==> src/rtl/nor_seq_pkg.sv <==
package nor_seq_pkg;

    typedef enum logic [4:0] {
        ST_READ,
        ST_UNL1,
        ST_UNL2,
        ST_PGM_SET,
        ST_PGM_BUSY,
        ST_BYP,
        ST_BYP_SET,
        ST_BYP_BUSY,
        ST_BYP_EXIT,
        ST_AUTO,
        ST_ERS_SET,
        ST_ERS_U1,
        ST_ERS_U2,
        ST_ERS_BUSY,
        ST_SEC,
        ST_SEC_U1,
        ST_SEC_U2,
        ST_SEC_EXIT
    } seq_state_t;

    typedef enum logic [1:0] {
        RS_ARRAY,
        RS_STATUS,
        RS_ID,
        RS_SECURE
    } rd_src_t;

    typedef enum logic {
        OP_PROG,
        OP_ERASE
    } op_kind_t;

    localparam logic [11:0] KEY_ADDR_A  = 12'h555;
    localparam logic [11:0] KEY_ADDR_B  = 12'h2AA;

    localparam logic [7:0]  CMD_KEY_A   = 8'hAA;
    localparam logic [7:0]  CMD_KEY_B   = 8'h55;
    localparam logic [7:0]  CMD_PROG    = 8'hA0;
    localparam logic [7:0]  CMD_BYPASS  = 8'h20;
    localparam logic [7:0]  CMD_IDENT   = 8'h90;
    localparam logic [7:0]  CMD_SECURE  = 8'h88;
    localparam logic [7:0]  CMD_ERASE   = 8'h80;
    localparam logic [7:0]  CMD_CHIP    = 8'h10;
    localparam logic [7:0]  CMD_LEAVE   = 8'h00;
    localparam logic [7:0]  CMD_RESET   = 8'hF0;

endpackage

==> src/rtl/nor_seq_fsm.sv <==
module nor_seq_fsm
    import nor_seq_pkg::*;
#(
    parameter int ADDR_W = 12
) (
    input  logic              clk,
    input  logic              rst_n,
    input  logic              wr_en,
    input  logic [ADDR_W-1:0] wr_addr,
    input  logic [7:0]        cmd,
    input  logic              op_done,
    output logic              op_start,
    output op_kind_t          op_kind,
    output rd_src_t           rd_src
);

    seq_state_t state_q, state_d;
    logic       at_a, at_b;
    logic       key_a, key_b, busy_st;

    assign at_a  = (wr_addr == ADDR_W'(KEY_ADDR_A));
    assign at_b  = (wr_addr == ADDR_W'(KEY_ADDR_B));
    assign key_a = wr_en && at_a && (cmd == CMD_KEY_A);
    assign key_b = wr_en && at_b && (cmd == CMD_KEY_B);
    assign busy_st = (state_q == ST_PGM_BUSY) || (state_q == ST_BYP_BUSY) ||
                     (state_q == ST_ERS_BUSY);

    // state register
    always_ff @(posedge clk or negedge rst_n) begin
        if (!rst_n) state_q <= ST_READ;
        else        state_q <= state_d;
    end

    // next state
    always_comb begin
        state_d = state_q;
        unique case (state_q)
            ST_READ:     if (key_a) state_d = ST_UNL1;
            ST_UNL1:     if (wr_en) state_d = key_b ? ST_UNL2 : ST_READ;
            ST_UNL2: begin
                if (wr_en) begin
                    state_d = ST_READ;
                    if (at_a) begin
                        unique case (cmd)
                            CMD_PROG:   state_d = ST_PGM_SET;
                            CMD_BYPASS: state_d = ST_BYP;
                            CMD_IDENT:  state_d = ST_AUTO;
                            CMD_SECURE: state_d = ST_SEC;
                            CMD_ERASE:  state_d = ST_ERS_SET;
                            default:    state_d = ST_READ;
                        endcase
                    end
                end
            end
            ST_PGM_SET:  if (wr_en) state_d = ST_PGM_BUSY;
            ST_PGM_BUSY: if (op_done) state_d = ST_READ;
            ST_BYP: begin
                if (wr_en && cmd == CMD_PROG)       state_d = ST_BYP_SET;
                else if (wr_en && cmd == CMD_IDENT) state_d = ST_BYP_EXIT;
            end
            ST_BYP_SET:  if (wr_en) state_d = ST_BYP_BUSY;
            ST_BYP_BUSY: if (op_done) state_d = ST_BYP;
            ST_BYP_EXIT: if (wr_en) state_d = (cmd == CMD_LEAVE) ? ST_READ : ST_BYP;
            ST_AUTO:     if (wr_en && cmd == CMD_RESET) state_d = ST_READ;
            ST_ERS_SET:  if (wr_en) state_d = key_a ? ST_ERS_U1 : ST_READ;
            ST_ERS_U1:   if (wr_en) state_d = key_b ? ST_ERS_U2 : ST_READ;
            ST_ERS_U2: begin
                if (wr_en) state_d = (at_a && cmd == CMD_CHIP) ? ST_ERS_BUSY : ST_READ;
            end
            ST_ERS_BUSY: if (op_done) state_d = ST_READ;
            ST_SEC:      if (key_a) state_d = ST_SEC_U1;
            ST_SEC_U1:   if (wr_en) state_d = key_b ? ST_SEC_U2 : ST_SEC;
            ST_SEC_U2: begin
                if (wr_en) state_d = (at_a && cmd == CMD_IDENT) ? ST_SEC_EXIT : ST_SEC;
            end
            ST_SEC_EXIT: if (wr_en) state_d = (cmd == CMD_LEAVE) ? ST_READ : ST_SEC;
            default:     state_d = ST_READ;
        endcase
    end

    // outputs
    always_comb begin
        op_start = 1'b0;
        op_kind  = OP_PROG;
        rd_src   = RS_ARRAY;
        unique case (state_q)
            ST_PGM_SET, ST_BYP_SET: op_start = wr_en;
            ST_ERS_U2: begin
                op_start = wr_en && at_a && (cmd == CMD_CHIP);
                op_kind  = OP_ERASE;
            end
            ST_PGM_BUSY, ST_BYP_BUSY, ST_ERS_BUSY: rd_src = RS_STATUS;
            ST_AUTO: rd_src = RS_ID;
            ST_SEC, ST_SEC_U1, ST_SEC_U2, ST_SEC_EXIT: rd_src = RS_SECURE;
            default: rd_src = RS_ARRAY;
        endcase
    end


    busy_hold_chk: assert property (@(posedge clk) disable iff (!rst_n)
        (busy_st && !op_done) |=> (state_q == $past(state_q)));


    bypass_keep_chk: assert property (@(posedge clk) disable iff (!rst_n)
        (state_q == ST_BYP && wr_en && cmd != CMD_PROG && cmd != CMD_IDENT)
        |=> (state_q == ST_BYP));

endmodule

==> src/rtl/nor_seq_timer.sv <==
module nor_seq_timer
    import nor_seq_pkg::*;
#(
    parameter int PGM_CYCLES = 8,
    parameter int ERS_CYCLES = 20
) (
    input  logic     clk,
    input  logic     rst_n,
    input  logic     start,
    input  op_kind_t kind,
    output logic     busy,
    output logic     done
);

    localparam int MAXC = (PGM_CYCLES > ERS_CYCLES) ? PGM_CYCLES : ERS_CYCLES;
    localparam int CW   = $clog2(MAXC + 1);

    logic [CW-1:0] cnt_q;
    logic [CW-1:0] load_len;

    assign load_len = (kind == OP_ERASE) ? CW'(ERS_CYCLES) : CW'(PGM_CYCLES);

    always_ff @(posedge clk or negedge rst_n) begin
        if (!rst_n)            cnt_q <= '0;
        else if (start)        cnt_q <= load_len;
        else if (cnt_q != '0)  cnt_q <= cnt_q - 1'b1;
    end

    assign busy = (cnt_q != '0);
    assign done = (cnt_q == CW'(1));


    start_busy_chk: assert property (@(posedge clk) disable iff (!rst_n)
        start |=> busy);


    busy_end_chk: assert property (@(posedge clk) disable iff (!rst_n)
        $fell(busy) |-> $past(done));

endmodule

==> src/rtl/nor_seq_array.sv <==
module nor_seq_array
    import nor_seq_pkg::*;
#(
    parameter int                ADDR_W    = 12,
    parameter int                DATA_W    = 16,
    parameter int                DEPTH     = 64,
    parameter int                SEC_DEPTH = 16,
    parameter logic [DATA_W-1:0] MFR_ID    = 16'h0001,
    parameter logic [DATA_W-1:0] DEV_ID    = 16'h2250,
    parameter logic [DATA_W-1:0] SEC_TAG   = 16'h5A00,
    localparam int               AW        = $clog2(DEPTH)
) (
    input  logic              clk,
    input  logic              rst_n,
    input  logic              op_start,
    input  op_kind_t          op_kind,
    input  logic              op_done,
    input  logic [AW-1:0]     pgm_addr,
    input  logic [DATA_W-1:0] pgm_data,
    input  logic              rd_en,
    input  logic [ADDR_W-1:0] rd_addr,
    input  rd_src_t           rd_src,
    output logic [DATA_W-1:0] rd_data
);

    localparam int SW = $clog2(SEC_DEPTH);

    logic [DATA_W-1:0] mem     [DEPTH];
    logic [DATA_W-1:0] sec_rom [SEC_DEPTH];
    logic [AW-1:0]     pend_addr;
    logic [DATA_W-1:0] pend_data;
    op_kind_t          pend_kind;
    logic              toggle_q;
    logic [DATA_W-1:0] status_w, id_w;

    for (genvar g = 0; g < SEC_DEPTH; g++) begin : g_sec
        assign sec_rom[g] = SEC_TAG | DATA_W'(g);
    end

    // pending operation
    always_ff @(posedge clk or negedge rst_n) begin
        if (!rst_n) begin
            pend_addr <= '0;
            pend_data <= '0;
            pend_kind <= OP_PROG;
        end else if (op_start) begin
            pend_addr <= pgm_addr;
            pend_data <= pgm_data;
            pend_kind <= op_kind;
        end
    end

    // status toggle bit
    always_ff @(posedge clk or negedge rst_n) begin
        if (!rst_n)                           toggle_q <= 1'b0;
        else if (op_start)                    toggle_q <= 1'b0;
        else if (rd_en && rd_src == RS_STATUS) toggle_q <= ~toggle_q;
    end

    // storage: contents survive reset
    always_ff @(posedge clk) begin
        if (op_done) begin
            if (pend_kind == OP_ERASE) begin
                for (int i = 0; i < DEPTH; i++) mem[i] <= '1;
            end else begin
                mem[pend_addr] <= mem[pend_addr] & pend_data;
            end
        end
    end

    always_comb begin
        status_w    = '0;
        status_w[7] = (pend_kind == OP_PROG) ? ~pend_data[7] : 1'b0;
        status_w[6] = toggle_q;
        if (rd_addr == '0)                id_w = MFR_ID;
        else if (rd_addr == ADDR_W'(1))   id_w = DEV_ID;
        else                              id_w = '0;
    end

    always_ff @(posedge clk or negedge rst_n) begin
        if (!rst_n) begin
            rd_data <= '0;
        end else if (rd_en) begin
            unique case (rd_src)
                RS_ARRAY:  rd_data <= mem[rd_addr[AW-1:0]];
                RS_STATUS: rd_data <= status_w;
                RS_ID:     rd_data <= id_w;
                RS_SECURE: rd_data <= sec_rom[rd_addr[SW-1:0]];
                default:   rd_data <= '0;
            endcase
        end
    end


    prog_and_chk: assert property (@(posedge clk) disable iff (!rst_n)
        (op_done && pend_kind == OP_PROG)
        |=> ((mem[pend_addr] & ~$past(mem[pend_addr])) == '0));


    erase_fill_chk: assert property (@(posedge clk) disable iff (!rst_n)
        (op_done && pend_kind == OP_ERASE)
        |=> (mem[0] == '1 && mem[DEPTH-1] == '1));

endmodule

==> src/rtl/nor_cmd_sequencer.sv <==
module nor_cmd_sequencer
    import nor_seq_pkg::*;
#(
    parameter int                ADDR_W     = 12,
    parameter int                DATA_W     = 16,
    parameter int                DEPTH      = 64,
    parameter int                SEC_DEPTH  = 16,
    parameter int                PGM_CYCLES = 8,
    parameter int                ERS_CYCLES = 20,
    parameter logic [DATA_W-1:0] MFR_ID     = 16'h0001,
    parameter logic [DATA_W-1:0] DEV_ID     = 16'h2250,
    parameter logic [DATA_W-1:0] SEC_TAG    = 16'h5A00
) (
    input  logic              clk,
    input  logic              rst_n,
    input  logic              wr_en,
    input  logic [ADDR_W-1:0] wr_addr,
    input  logic [DATA_W-1:0] wr_data,
    input  logic              rd_en,
    input  logic [ADDR_W-1:0] rd_addr,
    output logic [DATA_W-1:0] rd_data,
    output logic              busy
);

    localparam int AW = $clog2(DEPTH);

    logic     op_start, op_done;
    op_kind_t op_kind;
    rd_src_t  rd_src;

    nor_seq_fsm #(.ADDR_W(ADDR_W)) u_fsm (
        .clk      (clk),
        .rst_n    (rst_n),
        .wr_en    (wr_en),
        .wr_addr  (wr_addr),
        .cmd      (wr_data[7:0]),
        .op_done  (op_done),
        .op_start (op_start),
        .op_kind  (op_kind),
        .rd_src   (rd_src)
    );

    nor_seq_timer #(.PGM_CYCLES(PGM_CYCLES), .ERS_CYCLES(ERS_CYCLES)) u_timer (
        .clk   (clk),
        .rst_n (rst_n),
        .start (op_start),
        .kind  (op_kind),
        .busy  (busy),
        .done  (op_done)
    );

    nor_seq_array #(
        .ADDR_W    (ADDR_W),
        .DATA_W    (DATA_W),
        .DEPTH     (DEPTH),
        .SEC_DEPTH (SEC_DEPTH),
        .MFR_ID    (MFR_ID),
        .DEV_ID    (DEV_ID),
        .SEC_TAG   (SEC_TAG)
    ) u_array (
        .clk      (clk),
        .rst_n    (rst_n),
        .op_start (op_start),
        .op_kind  (op_kind),
        .op_done  (op_done),
        .pgm_addr (wr_addr[AW-1:0]),
        .pgm_data (wr_data),
        .rd_en    (rd_en),
        .rd_addr  (rd_addr),
        .rd_src   (rd_src),
        .rd_data  (rd_data)
    );


    no_start_busy_chk: assert property (@(posedge clk) disable iff (!rst_n)
        busy |-> !op_start);


    status_src_chk: assert property (@(posedge clk) disable iff (!rst_n)
        busy |-> (rd_src == RS_STATUS));

endmodule

==> config.mk <==
export PLATFORM = sky130hd
export DESIGN_NAME = nor_cmd_sequencer
export DESIGN_NICKNAME = d
export VERILOG_FILES = /design/src/rtl/nor_seq_pkg.sv /design/src/rtl/nor_seq_fsm.sv /design/src/rtl/nor_seq_timer.sv /design/src/rtl/nor_seq_array.sv /design/src/rtl/nor_cmd_sequencer.sv
export SDC_FILE = /design/constraint.sdc
export NUM_CORES = 2
export LEC_CHECK = 0
export BUFFER_PORTS_ARGS = -buffer_cell sky130_fd_sc_hd__buf_2
export CORE_MARGIN = 4
export CORE_UTILIZATION = 43
export DETAILED_ROUTE_END_ITERATION = 7
export PLACE_DENSITY = 0.68
export SETUP_SLACK_MARGIN = 0.02
export SLEW_MARGIN = 0
export SYNTH_ARGS = -nofsm -noshare
export SYNTH_HDL_FRONTEND = slang
export SYNTH_SLANG_ARGS = --single-unit
==> constraint.sdc <==
create_clock -name clk -period 4.05 [get_ports clk]
set_input_delay 0.405 -clock clk [delete_from_list [all_inputs] [get_ports clk]]
set_output_delay 0.405 -clock clk [all_outputs]
set_load 0.02 [all_outputs]
## After elaboration in Yosys (flattened, before gate mapping)

Memories as Yosys holds them, arrays and structs flattened.
Index checks and enable logic that the tools add are counted.
W data, S select, Z words.

| word-level totals | value |
|---|---|
| bits in read-only memories | 256 |
| memories | 2 |
| bits in writable memories | 1024 |
| output and inout port bits | 17 |
| bits in latches | 0 |
| input port bits | 44 |
| logic and storage cells | 141 |
| register bits after elaboration | 50 |

Memories:

| name | words | bits a word | rd ports | clocked after Yosys merged registers in | write ports | line | text |
|---|---|---|---|---|---|---|---|
| u_array.mem | 64 | 16 | 2 | 0 | 64 | nor_seq_array.sv:28 | `logic [DATA_W-1:0] mem [DEPTH];` |
| (no name shown) | 16 | 16 | 1 | 0 | 0 | nor_seq_array.sv:88 | `RS_SECURE: rd_data <= sec_rom[rd_addr[SW-1:0]];` |

| cells by class | value |
|---|---|
| $mul | 0 |
| div/mod/pow operators | 0 |
| muxes and demuxes | 52 |
| add/subtract/negate cells | 1 |
| reduce and logical (&&, ||, !) cells | 24 |
| equal/unequal tests | 50 |
| shifts and indexed selects | 0 |
| bitwise gates (word level) | 4 |
| magnitude comparators | 1 |

Operators with widths:

| cell | count |
|---|---|
| $mux W5 | 24 |
| $pmux W5 S17 | 1 |
| $mux W16 | 4 |
| $pmux W16 S4 | 1 |
| $eq A8 B8 Y1 const B | 6 |
| $eq A5 B4 Y1 const B | 8 |
| $ne A2 B2 Y1 const B | 12 |
| $eq A5 B3 Y1 const B | 4 |
| $pmux W4 S5 | 1 |
| $reduce_and A17 Y1 | 1 |
| $and A16 B16 Y16 | 1 |
| $mux W4 | 4 |
| $reduce_or A16 Y1 | 1 |
| $mux W14 | 1 |
| $eq A12 B1 Y1 const B | 1 |
| $eq A12 B10 Y1 const B | 1 |
| $eq A12 B11 Y1 const B | 1 |
| $logic_not A12 Y1 | 1 |
| $logic_and A1 B1 Y1 | 11 |
| $mux W1 | 11 |
| $eq A5 B1 Y1 const B | 2 |
| $eq A5 B2 Y1 const B | 2 |
| $eq A5 B5 Y1 const B | 2 |
| $eq A8 B5 Y1 const B | 1 |
| 23 further kinds | 30 |

## Logic depth before layout (Yosys ltp)

| depth | value |
|---|---|
| depth in word-level cells | 7 |
| gate-level depth with buffers | 12 |
| mapped depth without buffers | 7 |

## By module

Synthesis repeated with hierarchy kept, for this count alone.

| unflattened totals | value |
|---|---|
| cell total of the unflattened synthesis | 4287 |
| area, all modules | 56177.6 µm² |

Modules (own cells, without submodules):

| module | times used | cells each | area each (µm²) | seq. area each (µm²) |
|---|---|---|---|---|
| nor_seq_array | 1 | 4116 | 54840.1 | 31750.5 |
| nor_seq_fsm | 1 | 143 | 1051.0 | 125.1 |
| nor_seq_timer | 1 | 28 | 286.5 | 125.1 |

## Worst setup path before layout

OpenSTA, ideal clock, no wires.

| timing | value |
|---|---|
| kind | flip-flop to flip-flop |
| start | reg u_array.pend_addr[2] |
| end | mem u_array.mem[36][0], enable pin |
| arrival time | 2937 ps |
| stages on the path, launching flop included | 10 |
| period minus slack after synthesis | 3348 ps |
| library setup time | 411 ps |
| path buffers | 7 |
| data required time | 3639 ps |
| slack | 702 ps |
| cells stage by stage | dfrtp_1 > buf_4 > buf_4 > buf_2 > buf_4 > buf_4 > buf_4 > nand2_1 > clkbuf_1 > o21ai_0 |

RTL lines:

| element | line | text |
|---|---|---|
| start: declaration | nor_seq_array.sv:30 | `logic [AW-1:0] pend_addr;` |
| start signal: assignment | nor_seq_array.sv:47 | `pend_addr <= pgm_addr;` |
| end: declaration | nor_seq_array.sv:28 |  |

==> metrics.md <==
| Metric | Value |
|---|---|
| Reg-to-reg slack, setup | `-270 ps` |
| Fmax | `around 230 MHz` |
| FP Rows | `between 100 and 150` |
| Sequential share of power | `a little over a third` |
| Post-synth top cells | `1,134 x nand2_1, 1,024 x edfxtp_1, 320 x mux4_2, 234 x mux2i_1, 204 x clkbuf_1` |
| Crit Reg-Reg Endpoint | `u_array.mem[53][0]` |
| Vias | `roughly 45,000` |
| Layout Utilization | `50.1%` |
| Asr flop ratio synth | `~4.7%` |
| Final instance area | `approximately 65,000 um^2` |
| Placed inst area | `between 60,000 and 70,000 um^2` |
| Flops & latches, synth | `1,074` |
| Synth Area in XOR/XNOR | `less than 1%` |
| Share of layout cells above drive strength 1 | `between 20% and 30%` |
| Distinct cells, synth | `a little over 80` |
| Yosys warnings | `0` |
| Clk pwr share | `29.9%` |
| DIE HEIGHT | `about 370 um` |
| Port Buf Inserts | `60` |
| Path depth of the worst reg2reg path | `8` |
| CORE AREA | `130,000 um^2` |
| RSZ-0062 raised after global routing | `yes` |
| Prevailing post-synth register cell | `edfxtp_1` |
| Initial DRC count | `between 8,000 and 9,000` |
| CP Launch Type | `register` |
| Crit path DAT | `~4800 ps` |
| Worst-case vdd ir drop | `about 0.00054 V` |
| Final hold vios | `0` |
| Worst hold stages | `3` |
| Pre-antenna DRT Iters | `8` |
| Clk buf depth | `3` |
| Fill cells | `roughly 11,000` |
| Simple-gate area share of the yosys netlist | `roughly 11%` |
| Multiplexer area fraction after synthesis | `18.8%` |
| Leak Pwr | `0.0230 uW` |
| Htree depth | `3` |
| First-pass GRT wire length | `331 mm` |
| Worst Hold End | `u_timer.cnt_q[3]` |
| Crit end category | `register` |
| Logic pwr share | `33.8%` |
| Largest net degree at the start of global routing | `between 80 and 90` |
| Post-Syn Area | `56,600 um^2` |
| P&R area growth vs syn | `15.4%` |
| Synth area leader | `edfxtp_1` |
| Compound-Gate Fraction of Synth Area | `roughly 9.1%` |
| CTS tree | `built` |
| Setup Crit Path Kind | `reg2reg` |
| Critical R2R Launch | `u_array.pend_addr[1]` |
| Via density | `between 6 and 7` |
| IO Count | `61` |
| Clock slew at reported path FFs | `60 ps` |
| Max Cap Violations | `0` |
| Final worst slack | `-271 ps` |
| Data required, critical path | `around 4500 ps` |
| Die Width | `roughly 370 um` |
| Final setup fails | `~160` |
| CTS root buf | `clkbuf_16` |
| Count leader, synth | `nand2_1` |
| Initial antenna violation count | `19` |
| Share of the synthesized area in the top cell type | `a little over half` |
| Worst Skew | `roughly 46 ps` |
| Global Route Usage Sum | `between 30% and 40%` |
| Max-slew headroom | `between 20% and 30%` |
| Final min period | `~4300 ps` |
| Switching portion of total power | `a little under two fifths` |
| Initial core utilization | `between 40% and 50%` |
| Drt wl/cell | `36.8 um` |
| Final Wtd Congestion | `around 1.1` |
| Setup TNS | `-16,520 ps` |
| Syn avg cell area | `approximately 13 um^2` |
| Hold Crit Class | `in2reg` |
| Post-synth EDFFs | `around 1,000` |
| Vias in the first global route | `42,900` |
| CTS Buf Count | `112` |
| WL final | `approximately 240 mm` |
| Mapped Nets | `4,458` |
| Grt ovf | `0` |
| Final nets | `roughly 4,700` |
| Psw | `approximately 13,000 uW` |
| Final Total Pwr | `35,100 uW` |
| Sequential cell area fraction in the yosys report | `a little under three fifths` |
| DP HPWL | `161 mm` |
| Routed Antenna Nets | `0` |
| Worst-Margin Slew | `~1200 ps` |
| Min-delay src | `wr_en` |
| Status | `finished, violations left` |
| Drt drc | `10` |
| Worst-Skew Late Latency | `approximately 760 ps` |
| Top cells by area, synth | `edfxtp_1 54%, mux4_2 13%, nand2_1 7.5%` |
| Power Density | `around 540 nW/um^2` |
| Power Internal | `approximately 22,000 uW` |
| Synth Instances | `between 4,000 and 5,000` |
| Crit Path Max Fanout | `32` |
| Slew Limit Fails | `0` |
| Failing checks | `design-rule violations, negative setup slack` |
| Final Cycle Share | `107%` |
| Largest family of logic cells by synthesized area | `multiplexers` |
| Clk sink count | `roughly 1,100` |
| Post-Synth Adder-Cell Area | `less than 1%` |
| Die ar. | `around 140,000 um^2` |
| DP Worst Slack | `-231 ps` |
## cell families (layout without fill, tap and decap cells)
family                     after synthesis  in the layout
other                                    0             17
DFF                                   1074           1074
buffers and inverters                  463            754
muxes                                  648            648
adders and majority gates                3              3
and+or+nand+nor                       1533           1533
xor gates and xnor gates                 6              6
AOI/OAI and AO/OA                      684            684
## critical path, cell delays in order, from the launching register on
cell,delay (ps)
dfrtp_4,470
buf_8,290
mux4_2,550
o211ai_1,890
nand4_1,840
o31ai_4,400
buf_4,210
buf_12,230
nand2_1,100
## per-stage QoR
| step | hold slack [ps] | std cells |
|---|---|---|
| after floorplan | 109 | 4411 |
| after detailed placement | 501 | 6215 |
| after CTS | 5.66 | 6442 |
| after global placement | 495 | 6215 |
| after global routing | 66.6 | 6445 |
| final | 45.3 | 6461 |
## sequential cells by signal, indices dropped and copies added, names as in the netlist
register / count
u_array.pend_addr: 6
u_array.toggle_q: 1
u_array.pend_kind: 1
u_array.mem: 1024
u_array.pend_data: 16
u_fsm.state_q: 5
u_timer.cnt_q: 5
u_array.rd_data: 16
## per-layer routing
metal,up-vias,track usage [%],part of all wire [%]
met5,-,0.641,0.037
met4,8,23.8,9.0
met3,1029,15.6,17
met2,4393,47.7,41
met1,22300,41.8,33
li1,17300,-,-
## power groups by stage
stage	clock network, uW	registers (uW)	logic, uW
final	10500	12700	11900
after global routing	11000	12700	11600
after CTS	10500	12600	10900
after detailed placement	0	12900	10800
after global placement	0	12900	10800
after floorplan	0	12600	5490
## layout make-up
class / instances / area (um^2) / area share, %
Tap cell: 1742 / 2180 / 3.34
Antenna cell: 17 / 42.5 / 0.0652
Clock buffer: 136 / 2930 / 4.49
Multi-Input combinational cell: 2874 / 22600 / 34.6
Inverter: 22 / 82.6 / 0.127
Timing Repair Buffer: 529 / 4740 / 7.27
Clock inverter: 67 / 691 / 1.06
Sequential cell: 1074 / 32000 / 49.1
## timing repair
item                                   CTS  global route
setup endpoints to repair               64           181
gates resized for setup                  1             2
buffers inserted                         4             2
endpoints found under the hold margin   53             0
pin swaps                                3             3
hold buffers                            20             0
## worst max-delay path by stage
stage | start | endpoint | slack (ps) | cells after the start
5_1_grt | u_array.pend_addr[1] | u_array.mem[5][13] | -10 | 10
6_report | u_array.pend_addr[1] | u_array.mem[53][0] | -270 | 8
4_1_cts | u_array.pend_addr[1] | u_array.mem[53][0] | 150 | 8
3_3_place_gp | u_array.pend_addr[1] | u_array.mem[49][0] | -190 | 7
3_5_place_dp | u_array.pend_addr[1] | u_array.mem[53][0] | -230 | 7
2_1_floorplan | u_array.pend_addr[2] | u_array.mem[36][0] | 700 | 9
## cell usage in the layout, fill, tap and decap left out, types with 14 or more instances in the layout
| master | instances |
|---|---|
| clkbuf_1 | 20 |
| dlygate4sd3_1 | 20 |
| a31oi_1 | 21 |
| inv_1 | 19 |
| a21o_1 | 16 |
| buf_4 | 381 |
| clkinv_2 | 23 |
| buf_2 | 57 |
| mux2i_1 | 234 |
| and3_1 | 17 |
| diode_2 | 17 |
| nand3_1 | 77 |
| nor3_1 | 19 |
| mux4_2 | 320 |
| clkbuf_16 | 112 |
| nor2_1 | 122 |
| o21ai_2 | 46 |
| a22o_1 | 29 |
| a211oi_1 | 17 |
| nand2b_1 | 14 |
| a221oi_1 | 91 |
| dfrtp_1 | 47 |
| edfxtp_1 | 1024 |
| a221o_1 | 22 |
| clkinv_1 | 17 |
| o21ai_0 | 100 |
| a21oi_1 | 45 |
| a22oi_1 | 99 |
| nor2b_1 | 19 |
| o22ai_1 | 69 |
| mux2_2 | 89 |
| buf_12 | 67 |
| nand2_1 | 1134 |
| nand4_1 | 20 |
No activity file was read; power rests on OpenSTA's default activity.
